### config.mk
export PLATFORM = sky130hd
export DESIGN_NAME = flash_status_reg
export DESIGN_NICKNAME = d
export VERILOG_FILES = /design/src/rtl/flash_status_pkg.sv /design/src/rtl/fsr_control.sv /design/src/rtl/fsr_datapath.sv /design/src/rtl/flash_status_reg.sv
export SDC_FILE = /design/constraint.sdc
export NUM_CORES = 1
export LEC_CHECK = 0
export CAP_MARGIN = 20
export CORE_MARGIN = 2
export CORE_UTILIZATION = 30
export DETAILED_ROUTE_END_ITERATION = 6
export GPL_TIMING_DRIVEN = 0
export SLEW_MARGIN = 20
export SYNTH_ARGS = -nofsm -noshare
export SYNTH_HDL_FRONTEND = slang
export SYNTH_HIERARCHICAL = 1
export SYNTH_SLANG_ARGS = --single-unit
### constraint.sdc
create_clock -name clk -period 1.5 [get_ports clk]
set_input_delay 0.225 -clock clk [delete_from_list [all_inputs] [get_ports clk]]
set_output_delay 0.225 -clock clk [all_outputs]
set_load 0.005 [all_outputs]
### src/rtl/flash_status_pkg.sv
package flash_status_pkg;
  localparam int STATUS_W = 8;
  localparam int BP_W = 4;
  localparam int BIT_BUSY = 0;
  localparam int BIT_WEL = 1;
  localparam int BIT_BP_LO = 2;
  localparam int BIT_BP_HI = BIT_BP_LO + BP_W - 1;
  localparam int BIT_AUTO = 6;
  localparam int BIT_LOCK = 7;
  localparam int KIND_W = 2;

  // protect bits 2..4 set after reset
  localparam logic [STATUS_W-1:0] RESET_VALUE = 8'h1C;
  // bits a status write may change: protect field and lock
  localparam logic [STATUS_W-1:0] WRITABLE_MASK = 8'hBC;

  typedef enum logic [KIND_W-1:0] {
    OP_BYTE  = 2'd0,
    OP_AUTO  = 2'd1,
    OP_ERASE = 2'd2
  } opKind_t;

  typedef struct packed {
    logic setWel;
    logic clrWel;
    logic setBusy;
    logic clrBusy;
    logic setAuto;
    logic clrAuto;
    logic writeStatus;
    logic [STATUS_W-1:0] wrData;
  } statusStrobes_t;
endpackage

### src/rtl/fsr_control.sv
module fsr_control
  import flash_status_pkg::*;
(
  input  logic clk,
  input  logic rstN,
  input  logic cmdWren,
  input  logic cmdWrdi,
  input  logic cmdArm,
  input  logic cmdStatusWrite,
  input  logic [STATUS_W-1:0] statusWrData,
  input  logic cmdOpStart,
  input  logic [KIND_W-1:0] opKind,
  input  logic cmdOther,
  input  logic opDone,
  input  logic autoEnd,
  input  logic welQ,
  input  logic busyQ,
  output statusStrobes_t strb
);
  logic armedQ;
  opKind_t kindQ;
  logic anyCmd;
  logic startOk;

  assign anyCmd = cmdWren | cmdWrdi | cmdArm | cmdStatusWrite | cmdOpStart | cmdOther;
  assign startOk = cmdOpStart && welQ && !busyQ;

  always_comb begin
    strb = '0;
    strb.wrData = statusWrData;
    strb.setWel = cmdWren;
    strb.clrWel = cmdWrdi | cmdStatusWrite | autoEnd | (opDone && busyQ && kindQ == OP_BYTE);
    strb.setBusy = startOk;
    strb.clrBusy = opDone;
    strb.setAuto = startOk && (opKind_t'(opKind) == OP_AUTO);
    strb.clrAuto = cmdWrdi | autoEnd;
    strb.writeStatus = cmdStatusWrite && armedQ;
  end

  always_ff @(posedge clk or negedge rstN) begin
    if (!rstN) begin
      armedQ <= 1'b0;
      kindQ <= OP_BYTE;
    end else begin
      if (anyCmd) armedQ <= cmdWren | cmdArm;
      if (startOk) kindQ <= opKind_t'(opKind);
    end
  end

  // an unrelated command disarms the status write
  assert_arm_cancel_R3: assert property (@(posedge clk) disable iff (!rstN)
    (cmdOther && !cmdWren && !cmdArm) |=> !armedQ);
endmodule

### src/rtl/fsr_datapath.sv
module fsr_datapath
  import flash_status_pkg::*;
(
  input  logic clk,
  input  logic rstN,
  input  logic wpN,
  input  statusStrobes_t strb,
  output logic welQ,
  output logic busyQ,
  output logic [STATUS_W-1:0] statusQ,
  output logic writeAllowed,
  output logic eraseAllAllowed
);
  logic [STATUS_W-1:0] nextQ;
  logic lockActive;

  assign lockActive = !wpN && statusQ[BIT_LOCK];

  always_comb begin
    nextQ = statusQ;
    if (strb.writeStatus && !lockActive)
      nextQ = (statusQ & ~WRITABLE_MASK) | (strb.wrData & WRITABLE_MASK);
    if (strb.clrBusy) nextQ[BIT_BUSY] = 1'b0;
    else if (strb.setBusy) nextQ[BIT_BUSY] = 1'b1;
    if (strb.clrWel) nextQ[BIT_WEL] = 1'b0;
    else if (strb.setWel) nextQ[BIT_WEL] = 1'b1;
    if (strb.clrAuto) nextQ[BIT_AUTO] = 1'b0;
    else if (strb.setAuto) nextQ[BIT_AUTO] = 1'b1;
  end

  always_ff @(posedge clk or negedge rstN) begin
    if (!rstN) statusQ <= RESET_VALUE;
    else statusQ <= nextQ;
  end

  assign welQ = statusQ[BIT_WEL];
  assign busyQ = statusQ[BIT_BUSY];
  assign writeAllowed = welQ && !busyQ;
  assign eraseAllAllowed = (statusQ[BIT_BP_HI:BIT_BP_LO] == '0);

  assert_lock_holds_R5: assert property (@(posedge clk) disable iff (!rstN)
    (strb.writeStatus && !wpN && statusQ[BIT_LOCK]) |=>
      ($stable(statusQ[BIT_BP_HI:BIT_BP_LO]) && statusQ[BIT_LOCK]));

  assert_busy_needs_wel_R7: assert property (@(posedge clk) disable iff (!rstN)
    $rose(busyQ) |-> $past(welQ));
endmodule

### src/rtl/flash_status_reg.sv
module flash_status_reg
  import flash_status_pkg::*;
(
  input  logic clk,
  input  logic rstN,
  input  logic wpN,
  input  logic cmdWren,
  input  logic cmdWrdi,
  input  logic cmdArm,
  input  logic cmdStatusWrite,
  input  logic [7:0] statusWrData,
  input  logic cmdOpStart,
  input  logic [1:0] opKind,
  input  logic cmdOther,
  input  logic opDone,
  input  logic autoEnd,
  output logic [7:0] statusOut,
  output logic writeAllowed,
  output logic eraseAllAllowed
);
  statusStrobes_t strb;
  logic welQ;
  logic busyQ;

  fsr_control u_control (
    .clk(clk), .rstN(rstN),
    .cmdWren(cmdWren), .cmdWrdi(cmdWrdi), .cmdArm(cmdArm),
    .cmdStatusWrite(cmdStatusWrite), .statusWrData(statusWrData),
    .cmdOpStart(cmdOpStart), .opKind(opKind), .cmdOther(cmdOther),
    .opDone(opDone), .autoEnd(autoEnd),
    .welQ(welQ), .busyQ(busyQ), .strb(strb)
  );

  fsr_datapath u_datapath (
    .clk(clk), .rstN(rstN), .wpN(wpN), .strb(strb),
    .welQ(welQ), .busyQ(busyQ), .statusQ(statusOut),
    .writeAllowed(writeAllowed), .eraseAllAllowed(eraseAllAllowed)
  );

  assert_wel_after_swrite_R4: assert property (@(posedge clk) disable iff (!rstN)
    (cmdStatusWrite && !cmdWren) |=> !statusOut[BIT_WEL]);

  assert_done_clears_busy_R8: assert property (@(posedge clk) disable iff (!rstN)
    (opDone && statusOut[BIT_BUSY]) |=> !statusOut[BIT_BUSY]);

  assert_auto_end_R9: assert property (@(posedge clk) disable iff (!rstN)
    (autoEnd && !cmdWren) |=> (!statusOut[BIT_WEL] && !statusOut[BIT_AUTO]));

  assert_wrdi_keeps_busy_R10: assert property (@(posedge clk) disable iff (!rstN)
    (cmdWrdi && statusOut[BIT_BUSY] && !opDone) |=> statusOut[BIT_BUSY]);
endmodule

==> results_dict.tcl <==
set metrics [dict create \
    vias 420 \
    setup_viol 0 \
    gp_congestion 0.674 \
    p_leak_nw 0.419 \
    critical_path_class "reg -> out" \
    fin_setup_tns_ns 0 \
    arrival_ns 1.18 \
    cts_buffer_depth 2 \
    core-area_mm2 0.00175 \
    rows 15 \
    crit_path_cell_trace "buf_4 > nor4_1 > clkbuf_2" \
    detail-route-antenna-nets 0 \
    clock_latency_ns 0.27 \
    wirelength_um 1080 \
    grt_pass1_wl_um 1730 \
    drive_gt1_share_pct 29.9 \
    slew_violations 0 \
    dr.pass1.iters 3 \
    ir_drop_uv 869 \
    nNetsFinal 99 \
    hold_path_class "in -> reg" \
    synth_area_per_cell_um2 11.4 \
    max_stage_delay_ns 0.37 \
    outcome "completed" \
    grt_max_degree 12 \
    fin_crit_ns 1.40 \
    synth_nets 70 \
    p_total_w 0.000755 \
    numPortBuffers 22 \
    initial_core_util_pct 31.9 \
    worstPathMaxFanout 2 \
    worst_setup_path_start_kind "flop" \
    syn_to_final_growth_pct 51.7 \
    cts_tree "yes" \
    drt_iter0_markers 4 \
    syn_inst 49 \
    layout_common_cells "15 x clkdlybuf4s50_1, 12 x buf_4, 8 x nor2_1, 8 x dfrtp_1, 4 x dlygate4sd2_1" \
    first_global_vias 408 \
    clk_pin_slew_ns 0.07 \
    h-tree-depth 1 \
    antenna_found_initial 0 \
    grt_usage_pct 11.8 \
    drc 0 \
    ios 31 \
    critical_path_required_ns 1.27 \
    dp.cells 96 \
    clock-sinks 11 \
    dp_hpwl_um 876 \
    power_density_mw_per_mm2 893 \
    period_share_pct 93.5 \
    worst_setup_path_end_kind "primary output" \
    layout_commonest_cell "clkdlybuf4s50_1" \
    max_slew_margin_pct 68.3 \
    cpMaxStageDelayCell "dfstp_2" \
    routed_via_density 4.12 \
    die_x_um 47.1 \
    fin_cells 102 \
    synth.cell_area_um2 557 \
    hold_buffers 0 \
    maxCapViolCount 0 \
    die_y_um 47.1 \
    gr-total-overflow 0 \
    wl_per_cell_um 10.6 \
    clock-root-buffer "clkbuf_4" \
    fmax_ghz 0.713 \
    rsz0062_at_grt "false" \
    die_area_mm2 0.00222 \
    yosys_warnings 6 \
    clock_skew_ns 0.00635 \
    hold_viol 0 \
    numCtsBuffers 3 \
    worst_slew_pin_slew_ns 0.473 \
    n_antenna_cell 0 \
]
## power breakdown
part           internal [W]  total [W]  switching, W
Combinational      0.000124   0.000183     0.0000590
Sequential         0.000350   0.000376     0.0000260
Clock              0.000103   0.000196     0.0000935
## final cells by class
| class | count | area, um^2 |
|---|---|---|
| buffer | 10 | 75.1 |
| inverter | 2 | 7.51 |
| multi-input combinational | 26 | 195 |
| clock buffer | 4 | 26.3 |
| tap | 25 | 31.3 |
| fill | 168 | 901 |
| sequential | 11 | 279 |
| timing repair buffer | 24 | 230 |
## critical path, delay by kind of cell, from the launching register on
kind | cells | cell delay (ns)
and+or+nand+nor | 1 | 0.26
DFF | 1 | 0.37
buffers and inverters | 2 | 0.28
## per-layer routing
| layer | vias to the layer above | global-route usage (%) | wire, um |
|---|---|---|---|
| met4 | 0 | 5.00 | 0 |
| met5 | - | 0 | 0 |
| met2 | 13 | 17.8 | 544 |
| met3 | 0 | 5.77 | 49 |
| li1 | 212 | - | - |
| met1 | 195 | 14.3 | 489 |
## registers in the layout, summed over array words and instances (netlist names)
register            flops
u_datapath/statusQ      8
u_control/kindQ         2
u_control/armedQ        1
## per-stage QoR
| step | area [um^2] | setup slack [ns] | utilization, % | hold WS [ns] |
|---|---|---|---|---|
| floorplan | 557 | 0.448 | - | -0.0706 |
| global placement | 808 | 0.0240 | 46.3 | 0.439 |
| detailed placement | 808 | 0.0109 | 46.3 | 0.446 |
| CTS | 845 | 0.00171 | 48.4 | 0.169 |
| global route | 845 | 0.0353 | 48.4 | 0.159 |
| finish | 845 | 0.0977 | 48.4 | 0.177 |
## final timing paths
kind	end	slack, ns	from	cells after the start
setup / recovery	eraseAllAllowed	0.1	u_datapath/statusQ[3]	3
hold reg to reg	u_datapath/statusQ[6]	0.50	u_datapath/statusQ[6]	2
min in group asynchronous	u_control/armedQ	0.28	rstN	1
max in group asynchronous	u_datapath/statusQ[2]	0.87	rstN	1
hold / removal	u_datapath/statusQ[2]	0.18	statusWrData[2]	2
setup reg to reg	u_datapath/statusQ[6]	0.24	u_datapath/statusQ[0]	5
## repair_timing
item,CTS,global route
buffers inserted,2,0
gates resized for setup,6,3
endpoints found under the setup margin,6,3
Power figures use the tool's default switching activity.
